===== config.mk =====
export PLATFORM = sky130hd
export DESIGN_NAME = sem_flags
export DESIGN_NICKNAME = d
export VERILOG_FILES = /design/src/rtl/sem_pkg.sv /design/src/rtl/sem_port_decode.sv /design/src/rtl/sem_flag_cell.sv /design/src/rtl/sem_read_mux.sv /design/src/rtl/sem_flags.sv
export SDC_FILE = /design/constraint.sdc
export NUM_CORES = 1
export LEC_CHECK = 0
export ABC_CLOCK_PERIOD_IN_PS = 4200
export BUFFER_PORTS_ARGS = -buffer_cell sky130_fd_sc_hd__buf_4
export CAP_MARGIN = 5
export CELL_PAD_IN_SITES_DETAIL_PLACEMENT = 2
export CELL_PAD_IN_SITES_GLOBAL_PLACEMENT = 2
export CORE_MARGIN = 5
export CORE_UTILIZATION = 33
export DETAILED_ROUTE_END_ITERATION = 7
export PLACE_DENSITY_LB_ADDON = 0.25
export SKIP_CTS_REPAIR_TIMING = 1
export SLEW_MARGIN = 20
export SYNTH_ARGS = -nofsm -noshare
export SYNTH_HDL_FRONTEND = slang
export SYNTH_HIERARCHICAL = 1
export SYNTH_SLANG_ARGS = --single-unit

===== constraint.sdc =====
create_clock -name clk_i -period 4.2 [get_ports clk_i]
set_input_delay 0.42 -clock clk_i [delete_from_list [all_inputs] [get_ports clk_i]]
set_output_delay 0.42 -clock clk_i [all_outputs]
set_load 0.01 [all_outputs]

===== src/rtl/sem_pkg.sv =====
package sem_pkg;
  typedef enum logic [1:0] {
    OWN_NONE  = 2'd0,
    OWN_LEFT  = 2'd1,
    OWN_RIGHT = 2'd2
  } owner_e;

  typedef struct packed {
    logic rd;   // legal read in progress
    logic bad;  // illegal select combination
  } port_cmd_t;
endpackage


===== src/rtl/sem_port_decode.sv =====
module sem_port_decode #(
  parameter int unsigned NUM_FLAGS = 8,
  parameter int unsigned ADDR_W    = 14,
  localparam int unsigned IDX_W    = $clog2(NUM_FLAGS)
) (
  input  logic                 sem_ni,
  input  logic                 ce_ni,
  input  logic                 rw_i,
  input  logic                 oe_ni,
  input  logic                 ub_ni,
  input  logic                 lb_ni,
  input  logic [ADDR_W-1:0]    addr_i,
  input  logic                 wbit_i,
  output sem_pkg::port_cmd_t   cmd_o,
  output logic [IDX_W-1:0]     idx_o,
  output logic [NUM_FLAGS-1:0] req_o,
  output logic [NUM_FLAGS-1:0] rel_o
);
  logic sel, bad, wr;
  logic unused_addr;

  assign sel = ~sem_ni;
  assign bad = sel & ~ce_ni & (~ub_ni | ~lb_ni);
  assign wr  = sel & ~rw_i & ~bad;

  assign idx_o       = addr_i[IDX_W-1:0];
  assign unused_addr = ^addr_i[ADDR_W-1:IDX_W];

  assign cmd_o.rd  = sel & rw_i & ~oe_ni & ~bad;
  assign cmd_o.bad = bad;

  for (genvar g = 0; g < NUM_FLAGS; g++) begin : g_sel
    logic hit;
    assign hit      = wr && (idx_o == IDX_W'(g));
    assign req_o[g] = hit & ~wbit_i;
    assign rel_o[g] = hit &  wbit_i;
  end
endmodule


===== src/rtl/sem_flag_cell.sv =====
module sem_flag_cell (
  input  logic clk_i,
  input  logic rst_ni,
  input  logic l_req_i,
  input  logic l_rel_i,
  input  logic r_req_i,
  input  logic r_rel_i,
  output logic l_own_o,
  output logic r_own_o
);
  import sem_pkg::*;

  owner_e owner_q, owner_d;
  logic   pend_l_q, pend_l_d;
  logic   pend_r_q, pend_r_d;

  // Left write resolved first, right write sees its result.
  always_comb begin
    owner_d  = owner_q;
    pend_l_d = pend_l_q;
    pend_r_d = pend_r_q;

    if (l_req_i) begin
      if (owner_d == OWN_RIGHT) pend_l_d = 1'b1;
      else begin
        owner_d  = OWN_LEFT;
        pend_l_d = 1'b0;
      end
    end else if (l_rel_i) begin
      if (owner_d == OWN_LEFT) begin
        if (pend_r_d) begin
          owner_d  = OWN_RIGHT;
          pend_r_d = 1'b0;
        end else begin
          owner_d  = OWN_NONE;
        end
      end
      pend_l_d = 1'b0;
    end

    if (r_req_i) begin
      if (owner_d == OWN_LEFT) pend_r_d = 1'b1;
      else begin
        owner_d  = OWN_RIGHT;
        pend_r_d = 1'b0;
      end
    end else if (r_rel_i) begin
      if (owner_d == OWN_RIGHT) begin
        if (pend_l_d) begin
          owner_d  = OWN_LEFT;
          pend_l_d = 1'b0;
        end else begin
          owner_d  = OWN_NONE;
        end
      end
      pend_r_d = 1'b0;
    end
  end

  always_ff @(posedge clk_i or negedge rst_ni) begin
    if (!rst_ni) begin
      owner_q  <= OWN_NONE;
      pend_l_q <= 1'b0;
      pend_r_q <= 1'b0;
    end else begin
      owner_q  <= owner_d;
      pend_l_q <= pend_l_d;
      pend_r_q <= pend_r_d;
    end
  end

  assign l_own_o = (owner_q == OWN_LEFT);
  assign r_own_o = (owner_q == OWN_RIGHT);
endmodule


===== src/rtl/sem_read_mux.sv =====
module sem_read_mux #(
  parameter int unsigned NUM_FLAGS = 8,
  parameter int unsigned DATA_W    = 16,
  localparam int unsigned IDX_W    = $clog2(NUM_FLAGS)
) (
  input  logic [NUM_FLAGS-1:0] own_i,
  input  logic [IDX_W-1:0]     idx_i,
  input  logic                 rd_i,
  output logic [DATA_W-1:0]    rdata_o
);
  logic status;
  // 0 = held by this port, 1 = not held
  assign status  = ~own_i[idx_i];
  assign rdata_o = rd_i ? {DATA_W{status}} : '0;
endmodule


===== src/rtl/sem_flags.sv =====
module sem_flags #(
  parameter int unsigned NUM_FLAGS = 8,
  parameter int unsigned DATA_W    = 16,
  parameter int unsigned ADDR_W    = 14,
  localparam int unsigned IDX_W    = $clog2(NUM_FLAGS)
) (
  input  logic              clk_i,
  input  logic              rst_ni,
  input  logic              sem_l_ni,
  input  logic              ce_l_ni,
  input  logic              rw_l_i,
  input  logic              oe_l_ni,
  input  logic              ub_l_ni,
  input  logic              lb_l_ni,
  input  logic [ADDR_W-1:0] addr_l_i,
  input  logic [DATA_W-1:0] wdata_l_i,
  output logic [DATA_W-1:0] rdata_l_o,
  output logic              err_l_o,
  input  logic              sem_r_ni,
  input  logic              ce_r_ni,
  input  logic              rw_r_i,
  input  logic              oe_r_ni,
  input  logic              ub_r_ni,
  input  logic              lb_r_ni,
  input  logic [ADDR_W-1:0] addr_r_i,
  input  logic [DATA_W-1:0] wdata_r_i,
  output logic [DATA_W-1:0] rdata_r_o,
  output logic              err_r_o
);
  import sem_pkg::*;

  port_cmd_t            cmd_l, cmd_r;
  logic [IDX_W-1:0]     idx_l, idx_r;
  logic [NUM_FLAGS-1:0] req_l, rel_l, req_r, rel_r;
  logic [NUM_FLAGS-1:0] own_l, own_r;
  logic                 unused_wdata;

  assign unused_wdata = ^{wdata_l_i[DATA_W-1:1], wdata_r_i[DATA_W-1:1]};

  sem_port_decode #(.NUM_FLAGS(NUM_FLAGS), .ADDR_W(ADDR_W)) u_dec_l (
    .sem_ni(sem_l_ni), .ce_ni(ce_l_ni), .rw_i(rw_l_i), .oe_ni(oe_l_ni),
    .ub_ni(ub_l_ni), .lb_ni(lb_l_ni), .addr_i(addr_l_i), .wbit_i(wdata_l_i[0]),
    .cmd_o(cmd_l), .idx_o(idx_l), .req_o(req_l), .rel_o(rel_l)
  );

  sem_port_decode #(.NUM_FLAGS(NUM_FLAGS), .ADDR_W(ADDR_W)) u_dec_r (
    .sem_ni(sem_r_ni), .ce_ni(ce_r_ni), .rw_i(rw_r_i), .oe_ni(oe_r_ni),
    .ub_ni(ub_r_ni), .lb_ni(lb_r_ni), .addr_i(addr_r_i), .wbit_i(wdata_r_i[0]),
    .cmd_o(cmd_r), .idx_o(idx_r), .req_o(req_r), .rel_o(rel_r)
  );

  for (genvar g = 0; g < NUM_FLAGS; g++) begin : g_flag
    sem_flag_cell u_cell (
      .clk_i  (clk_i),
      .rst_ni (rst_ni),
      .l_req_i(req_l[g]),
      .l_rel_i(rel_l[g]),
      .r_req_i(req_r[g]),
      .r_rel_i(rel_r[g]),
      .l_own_o(own_l[g]),
      .r_own_o(own_r[g])
    );
  end

  sem_read_mux #(.NUM_FLAGS(NUM_FLAGS), .DATA_W(DATA_W)) u_rd_l (
    .own_i(own_l), .idx_i(idx_l), .rd_i(cmd_l.rd), .rdata_o(rdata_l_o)
  );

  sem_read_mux #(.NUM_FLAGS(NUM_FLAGS), .DATA_W(DATA_W)) u_rd_r (
    .own_i(own_r), .idx_i(idx_r), .rd_i(cmd_r.rd), .rdata_o(rdata_r_o)
  );

  always_ff @(posedge clk_i or negedge rst_ni) begin
    if (!rst_ni) begin
      err_l_o <= 1'b0;
      err_r_o <= 1'b0;
    end else begin
      err_l_o <= cmd_l.bad;
      err_r_o <= cmd_r.bad;
    end
  end
endmodule


# Word-level counts from Yosys, hierarchy flattened
# Index checks and enable logic that the tools add are counted.
# W data, S select, Z words.
[totals]
regBits = 34
in_bits = 74
out_inout_bits = 34
elab_cells = 372
[op_classes]
n_lt_le_gt_ge = 2
n_eq_ne = 54
n_mux = 182
bitwise = 66
reduce_logical = 42
[ops]
columns = ["operator", "count"]
rows = [
  ["$mux W2", 72],
  ["$mux W1", 106],
  ["$reduce_bool A3 Y1", 16],
  ["$and A1 B1 Y1", 46],
  ["$eq A2 B1 Y1 const B", 16],
  ["$eq A2 B2 Y1 const B", 16],
  ["$mux W16", 2],
  ["$eq A3 B3 Y1 const B", 8],
  ["$ne A3 B3 Y1 const B", 8],
  ["$reduce_and A3 Y1", 8],
  ["$not A1 Y1", 18],
  ["$logic_and A1 B1 Y1", 16],
  ["$eq A3 B2 Y1 const B", 4],
  ["$lt A3 B4 Y1 const B", 2],
  ["$bmux W1 S3", 2],
  ["$eq A3 B1 Y1 const B", 2],
  ["$logic_not A3 Y1", 2],
  ["$or A1 B1 Y1", 2],
]

# Logic depth before layout (Yosys ltp)
# Gate-level depths: netlist (run 1).
[logic_depth]
ltp_word = 13
ltp_mapped = 6
ltp_nobuf = 5

# By module
# Netlist (run 1), hierarchy kept.
[modules_own_cells]
columns = ["module", "n_inst", "cells_each", "area_per_inst_um2", "seq_area_each_um2"]
rows = [
  ["sem_flag_cell", 8, 26, 275.3, 100.1],
  ["sem_port_decode", 2, 33, 290.3, 0.0],
  ["sem_read_mux", 2, 22, 186.4, 0.0],
  ["sem_flags", 1, 2, 50.0, 50.0],
]

# Worst setup path after synthesis (run 1)
# OpenSTA, ideal clock, no wires.
[synth_timing]
path_type = "input to output"
start = "in addr_l_i[2]"
end = "out rdata_l_o[10]"
t_arrival_ps = 1747
t_required_ps = 3780
setup_slack_ps = 2033
stages = 6
path_buffers = 3
path_cell_list = "buf_4 -> clkbuf_2 -> mux2i_1 -> mux4_2 -> and2_1 -> buf_4"
[synth_between]
elab_chain_len = 4
[synth_lines]
columns = ["element", "line_no", "rtl"]
rows = [
  ["start: declaration", "sem_flags.sv:15", "input logic [ADDR_W-1:0] addr_l_i,"],
  ["$bmux W1 S3", "sem_read_mux.sv:13", "assign status = ~own_i[idx_i];"],
  ["$mux W1 (not written as such)", "sem_read_mux.sv:13", ""],
  ["$not A1 Y1", "sem_read_mux.sv:13", ""],
  ["$mux W16", "sem_read_mux.sv:14", "assign rdata_o = rd_i ? {DATA_W{status}} : '0;"],
  ["end: declaration", "sem_flags.sv:17", "output logic [DATA_W-1:0] rdata_l_o,"],
]
# Every way passes these cells. The select of a mux whose other input is x is not followed.

# Worst setup path in the final report (run 1)
[layout_timing]
start = "reg g_flag[1].u_cell.owner_q[0]"
end = "out rdata_r_o[13]"
[layout_between]
elab_chain_len = 5
[layout_lines]
columns = ["element", "line_no", "rtl"]
rows = [
  ["start: declaration", "sem_flag_cell.sv:13", "owner_e owner_q, owner_d;"],
  ["start signal: assignment", "sem_flag_cell.sv:66", "owner_q <= owner_d;"],
  ["$eq A2 B2 Y1", "sem_flag_cell.sv:73", "assign r_own_o = (owner_q == OWN_RIGHT);"],
  ["via own_r[1]", "sem_flags.sv:35", "logic [NUM_FLAGS-1:0] own_l, own_r;"],
  ["$bmux W1 S3", "sem_read_mux.sv:13", ""],
  ["$mux W1 (not written as such)", "sem_read_mux.sv:13", ""],
  ["$not A1 Y1", "sem_read_mux.sv:13", ""],
  ["$mux W16", "sem_read_mux.sv:14", ""],
  ["end: declaration", "sem_flags.sv:27", "output logic [DATA_W-1:0] rdata_r_o,"],
]
# The timed path passes the listed nets, and every way through them passes these cells. The select of a mux whose other input is x is not followed.

==> impl_results.md, run 1 <==
* Syn avg cell area at 10.0 um2
* Max stage delay on crit path at 0.51 ns
* Achievable clock frequency at 378 MHz
* Worst Hold Class: in -> async
* Mapped Nets at 394
* Worst reg-to-reg setup slack at 2.87 ns
* Clock sink total at 34
* EDFF count, synth at 0
* H-tree Lvls at 2
* Post-Syn Area at 3210 um2
* Post-synth ARST share at 100%
* GRT Overall Usage at 15.9%
* Mapped Cells at 320
* Synthesis-stage register bit count at 34
* Sequential Power Share at 41.9%
* CTS max path bufs at 2
* Layout cells sized above 1 at 42.4%
* Total power draw at 1.17 mW
* R2R Path End: g_flag[5].u_cell/pend_l_q
* Relative slew slack at 29.8%
* Ys flop type: dfrtp_1
* Clock share of power at 25.9%
* Port bufs at 55
* DRC viols at 0
* Skew-Pair Late Insertion Delay at 0.29 ns
* Final Slew Violations at 0
* Initial Utilization at 33.3%
* Routability cong. at 0.827
* Routed WL at 9160 um
* Hold_ws at 0.0880 ns
* Fill count at 1088
* Largest net degree at the start of global routing at 35
* Clock Skew at 0.00403 ns
* FF-to-FF Start: g_flag[5].u_cell/owner_q[1]
* CTS tree: yes
* RSZ-0062 raised after global routing: false
* Setup crit start kind: register
* Switch Pwr at 0.409 mW
* Die area at 11800 um2
* Nets@finish at 417
* Initial antenna violation count at 0
* Vias per cell at 5.42
* Grt total ovfl at 0
* Crit-path cells: and2b_2 > mux2i_1 > mux4_2 > and2_1 > buf_4
* Maxcap violations at 0
* Combinational power share at 32.2%
* Worst-margin pin slew at 1.04 ns
* FP Rows at 36
* Antenna diodes at 0
* Vias in the first global route at 2807
* DR pass1 iterations at 4
* Die X at 109 um
* Status: complete, no violations
* Final ANT Viol Nets at 0
* Worst vdd ir at 0.122 mV
* Io pins at 108
* Final Hold Fails at 0
* Core area at 9640 um2
* Via Count at 2587
* Crit. End Element: primary output
* Wire length per cell at 19.2 um
* Dpl hpwl at 7070 um
* CTS Buf Count at 5
* Crit-path max FO at 16
* First-pass GRT wire length at 14700 um
* Register area share after synthesis at 26.5%
* Internal power at 0.758 mW
* CTS Root Cell: clkbuf_8
* Area growth from synthesis to layout at 12.3%
* Iter 0 DRT Violations at 58
* Ys Warns at 6
* Final setup vio count at 0
* Setup TNS at 0 ns
* Kind of critical path: reg -> out
* CP max stage cell: dfrtp_1
* Chip height at 109 um
* Worst reg2reg path depth at 3
* Post-synth cell types at 33
* Worst Path Required at 3.78 ns
* Leakage dissipation at 1.38 nW
* Sw Share at 35.0%
* Pwr/cell area at 324 nW/um2
* Min Tclk post-route at 2.65 ns
* Clock-pin slew on the worst setup and hold paths at 0.08 ns
* Tcrit/Tclk final at 63.1%
* WP data arrival at 2.23 ns
-- registers in the layout, indices dropped and copies added (netlist names) --
signal and cells:
err_r_o 1, err_l_o 1, g_flag.u_cell/owner_q 16, g_flag.u_cell/pend_l_q 8, g_flag.u_cell/pend_r_q 8
-- power by group through the flow --
stage,clock network [mW],logic [mW],registers [mW]
floorplan,0,0.289,0.465
finish,0.302,0.376,0.488
CTS,0.315,0.382,0.489
global route,0.325,0.412,0.505
detailed placement,0,0.380,0.496
global placement,0,0.367,0.491
-- stage by stage --
step                area [um2]  std cells  setup WS, ns  util [%]
detailed placement        3490        469          1.79      36.2
floorplan                 3210        320          2.03         -
CTS                       3600        477          1.53      37.3
global route              3600        477          1.44      37.3
finish                    3600        477          1.55      37.3
global placement          3490        469          1.80      36.2
-- layer usage --
| layer | vias to the layer above | part of all wire (%) | GRT usage [%] | routed length, um |
|---|---|---|---|---|
| met2 | 29 | 51 | 27.7 | 4700 |
| met4 | 0 | 0.94 | 3.52 | 86 |
| met3 | 6 | 2.4 | 2.51 | 219 |
| met5 | - | 0 | 0 | 0 |
| li1 | 1241 | - | - | - |
| met1 | 1311 | 45 | 20.6 | 4160 |
-- how the worst max path moves through the flow --
stage,slack (ns),start,cells after the start,to
2_1_floorplan,2.03,addr_l_i[2],6,rdata_l_o[10]
3_3_place_gp,1.80,ub_l_ni,7,g_flag[6].u_cell/pend_l_q
3_5_place_dp,1.79,ub_l_ni,7,g_flag[6].u_cell/pend_l_q
4_1_cts,1.53,g_flag[7].u_cell/owner_q[0],5,rdata_r_o[9]
5_1_grt,1.44,g_flag[5].u_cell/owner_q[0],5,rdata_r_o[0]
6_report,1.55,g_flag[1].u_cell/owner_q[0],5,rdata_r_o[13]
-- cells in the mapped netlist (6+ instances only) --
library cell	n	area, um2
a2111oi_2	8	120
a211oi_1	8	60.1
a21oi_1	8	40.0
a31o_2	8	70.1
a31oi_1	24	150
a32oi_1	8	70.1
and2b_1	18	135
and2b_2	16	140
buf_4	38	285
dfrtp_1	34	851
inv_1	8	30.0
mux2i_1	16	160
nand2_1	18	67.6
nand2b_1	6	37.5
nand2b_4	8	110
nand4bb_1	10	113
nor2b_2	8	70.1
nor3_1	6	30.0
nor3_2	16	160
nor4_2	6	75.1
o211ai_1	8	60.1
o21bai_1	8	60.1
o2bb2ai_1	8	70.1
-- cell usage in the layout (no fill, tap or decap), drive strengths merged, types with 10 or more instances in the layout --
cell	synthesis	routed
nor4	10	10
nand4bb	10	10
nand2b	14	14
a31oi	24	24
a21oi	10	10
mux2i	16	16
and2b	34	34
nand2	18	18
buf	40	58
nor3	22	22
dfrtp	34	34
-- layout make-up --
type	instances	area [um2]	share of cell area, %
repair buffers	58	435	12.1
multi-input cells	236	2010	55.8
flip-flops and latches	34	851	23.6
inverters	8	30.0	0.834
clock buffers	8	110	3.06
well taps	133	166	4.62
-- critical path, delay by kind of cell (launching register included) --
kind | cells | cell delay (ns)
flip-flops | 1 | 0.51
buffers and inverters | 1 | 0.22
multiplexers | 2 | 0.48
AND/OR/NAND/NOR | 2 | 0.71
-- cell families (layout without fill, tap and decap cells) --
logic type             count (synthesis)  in the layout  synth area share [%]
AO/OA/AOI/OAI                         90             90                  22.4
AND/OR/NAND/NOR                      128            128                  33.8
multiplexers                          18             18                  6.40
flip-flops                            34             34                  26.5
buffers and inverters                 50             74                  10.9
(Power assumes the default switching activity.)
==> run 2, diff against run 1 <==
--- a/config.mk
+++ b/config.mk
@@ -5,13 +5,13 @@
 export SDC_FILE = /design/constraint.sdc
 export NUM_CORES = 1
 export LEC_CHECK = 0
-export ABC_CLOCK_PERIOD_IN_PS = 4200
+export ABC_CLOCK_PERIOD_IN_PS = 2170
 export BUFFER_PORTS_ARGS = -buffer_cell sky130_fd_sc_hd__buf_4
 export CAP_MARGIN = 5
 export CELL_PAD_IN_SITES_DETAIL_PLACEMENT = 2
 export CELL_PAD_IN_SITES_GLOBAL_PLACEMENT = 2
 export CORE_MARGIN = 5
-export CORE_UTILIZATION = 33
+export CORE_UTILIZATION = 28
 export DETAILED_ROUTE_END_ITERATION = 7
 export PLACE_DENSITY_LB_ADDON = 0.25
 export SKIP_CTS_REPAIR_TIMING = 1
==> constraint.sdc (replaced) <==
create_clock -name clk_i -period 2.17 [get_ports clk_i]
set_input_delay 0.217 -clock clk_i [delete_from_list [all_inputs] [get_ports clk_i]]
set_output_delay 0.217 -clock clk_i [all_outputs]
set_load 0.01 [all_outputs]
==> run 2 against run 1 <==
  * Routed wire length increased by 13%
  * Non-clock buffer count increased by 43
  * Critical path depth unchanged
  * Sequential cell count unchanged
  * Total power increased by 150%
  * Worst hold slack improved by 0.17 ns
  * Global-route usage decreased by 1.2 points
  * Via count increased by 8.6%
  * Sequential power increased by 79%
  * First-iteration DRC count increased by 53%
  * Worst setup slack got worse by 1.5 ns
==> impl_results.md, run 2 (synthesis gave the netlist of run 1 again) <==
* Status: complete, no violations
* Final ANT Viol Nets at 0 (unchanged)
* DRC viols at 0 (unchanged)
* Maxcap violations at 0 (unchanged)
* Worst Path Required at 1.95 ns (-1.83 ns)
* Grt total ovfl at 0 (unchanged)
* First-pass GRT wire length at 15800 um (+7.7%)
* Worst reg2reg path depth at 4 (+1)
* DP Area at 3720 um2 (+6.5%)
* Setup crit start kind: register
* H-tree Lvls at 2 (unchanged)
* Worst-margin pin slew at 0.629 ns (-0.414 ns)
* WHS Endpoint: err_r_o
* Pwr/cell area at 710 nW/um2 (+120%)
* Vias per cell at 5.29 (-2.4%)
* Vias in the first global route at 2962 (+5.5%)
* Crit-path max FO at 8 (-8)
* Clock-pin slew on the worst setup and hold paths at 0.06 ns (-0.02 ns)
* Antenna diodes at 0 (unchanged)
* Clock sink total at 34 (unchanged)
* CTS Root Cell: clkbuf_16
* Post-place setup slack at 0.0903 ns (-1.70 ns)
* Routed WL at 10300 um (+13%)
* Hold wc startpoint: sem_r_ni
* Iter 0 DRT Violations at 89 (+53%)
* Nets@finish at 461 (+11%)
* Routability cong. at 0.820 (-0.86%)
* Min Tclk post-route at 2.14 ns
* Worst vdd ir at 0.294 mV (+140%)
* RSZ-0062 raised after global routing: true
* Port bufs at 55 (unchanged)
* Final Hold Fails at 0 (unchanged)
* Hold depth at 2
* WP data arrival at 1.92 ns (-0.31 ns)
* Worst reg-to-reg setup slack at 0.77 ns (-2.10 ns)
* CTS tree: yes
* Largest Register: g_flag.u_cell/owner_q
* FF-to-FF Start: g_flag[5].u_cell/owner_q[1]
* Clock Skew at 0.00912 ns (+0.00509 ns)
* Leakage dissipation at 1.64 nW (+19%)
* Largest net degree at the start of global routing at 35 (unchanged)
* Achievable clock frequency at 467 MHz
* R2R Path End: g_flag[5].u_cell/pend_l_q
* Hold_ws at 0.260 ns (+0.172 ns)
* Crit. End Element: primary output
* GRT Overall Usage at 14.7% (-1.2 points)
* Worst Hold Class: in -> reg
* Most frequent cells in the layout: buf_4 (96), dfrtp_1 (26), a31oi_1 (24), and2b_1 (18), nand2_1 (18)
* Register area at 861 um2 (+1.2%)
* Initial antenna violation count at 0 (unchanged)
* Skew-Pair Late Insertion Delay at 0.28 ns (about the same)
* Io pins at 108 (unchanged)
* Layout cells sized above 1 at 51.8% (+9.4 points)
* Relative slew slack at 57.7% (+28 points)
* Chip height at 117 um (+7.8%)
* Commonest non-fill, non-tap cell in the layout: buf_4
* DR pass1 iterations at 4 (unchanged)
* Fill count at 1231 (+13%)
* Max reg flops at 16 (unchanged)
* Wire length per cell at 19.5 um (+1.3%)
* Final design utilization at 36.1% (-1.3 points)
* Final worst-path setup slack at 0.0307 ns (-1.52 ns)
* Area occupied by multi-input gates at 2040 um2 (+1.5%)
* CTS max path bufs at 2 (unchanged)
* Core area at 11300 um2 (+17%)
* Area growth from synthesis to layout at 27.3%
* Die area at 13700 um2 (+16%)
* Kind of critical path: reg -> out
* Via Count at 2810 (+8.6%)
* Tcrit/Tclk final at 98.6%
* CTS Buf Count at 5 (unchanged)
* Die X at 117 um (+7.8%)
* Dpl hpwl at 7510 um (+6.2%)
* Post-route cell area at 4080 um2 (+13%)
* Final Slew Violations at 0 (unchanged)
* Initial Utilization at 28.3% (-4.9 points)
* Final setup vio count at 0 (unchanged)
* FP Rows at 39 (+8.3%)
* Registers with the most flip-flops: g_flag.u_cell/owner_q (16), g_flag.u_cell/pend_l_q (8), g_flag.u_cell/pend_r_q (8)
-- run 2: layout make-up --
cell class	count	area share [%]
multi-input cells	237	49.9
clock inverters	2	1.47
flip-flops and latches	34	21.1
repair buffers	101	19.0
inverters	8	0.736
clock buffers	6	3.40
well taps	143	4.38
-- run 2: metal layers --
metal  vias to the layer above  global-route usage (%)  routed length (um)
met2                        32                    26.7                5550
li1                       1339                       -                   -
met5                         -                       0                   0
met3                         8                    2.62                 224
met1                      1431                    17.8                4420
met4                         0                    3.98                 146
-- run 2: how the worst max path moves through the flow --
stage | startpoint | to | slack, ns | cells after the start
6_report | g_flag[0].u_cell/owner_q[0] | rdata_r_o[3] | 0.03 | 5
5_1_grt | g_flag[0].u_cell/owner_q[0] | rdata_r_o[3] | -0.03 | 5
4_1_cts | g_flag[3].u_cell/owner_q[1] | rdata_r_o[8] | -0.21 | 5
3_5_place_dp | sem_l_ni | g_flag[2].u_cell/owner_q[0] | 0.09 | 7
3_3_place_gp | sem_l_ni | g_flag[2].u_cell/pend_l_q | 0.12 | 7
2_1_floorplan | g_flag[7].u_cell/owner_q[0] | rdata_r_o[10] | 0.27 | 5
-- run 2: power breakdown --
part,internal (mW),switching [mW]
clock network,0.691,0.302
registers,0.768,0.106
logic,0.546,0.486
total,2.00,0.894
-- run 2: worst max-delay path, cell delays in order (launching register included) --
cell,delay (ns)
dfrtp_2,0.45
and2b_2,0.24
mux2i_1,0.07
mux4_2,0.50
and2_4,0.22
buf_4,0.15
-- run 2: metrics by stage --
| stage | total power [mW] | setup TNS [ns] | cells |
|---|---|---|---|
| detailed placement | 1.76 | 0 | 506 |
| global placement | 1.72 | 0 | 506 |
| floorplan | 1.46 | 0 | 320 |
| global route | 3.06 | -0.394 | 531 |
| finish | 2.90 | 0 | 531 |
| CTS | 2.78 | -5.12 | 514 |
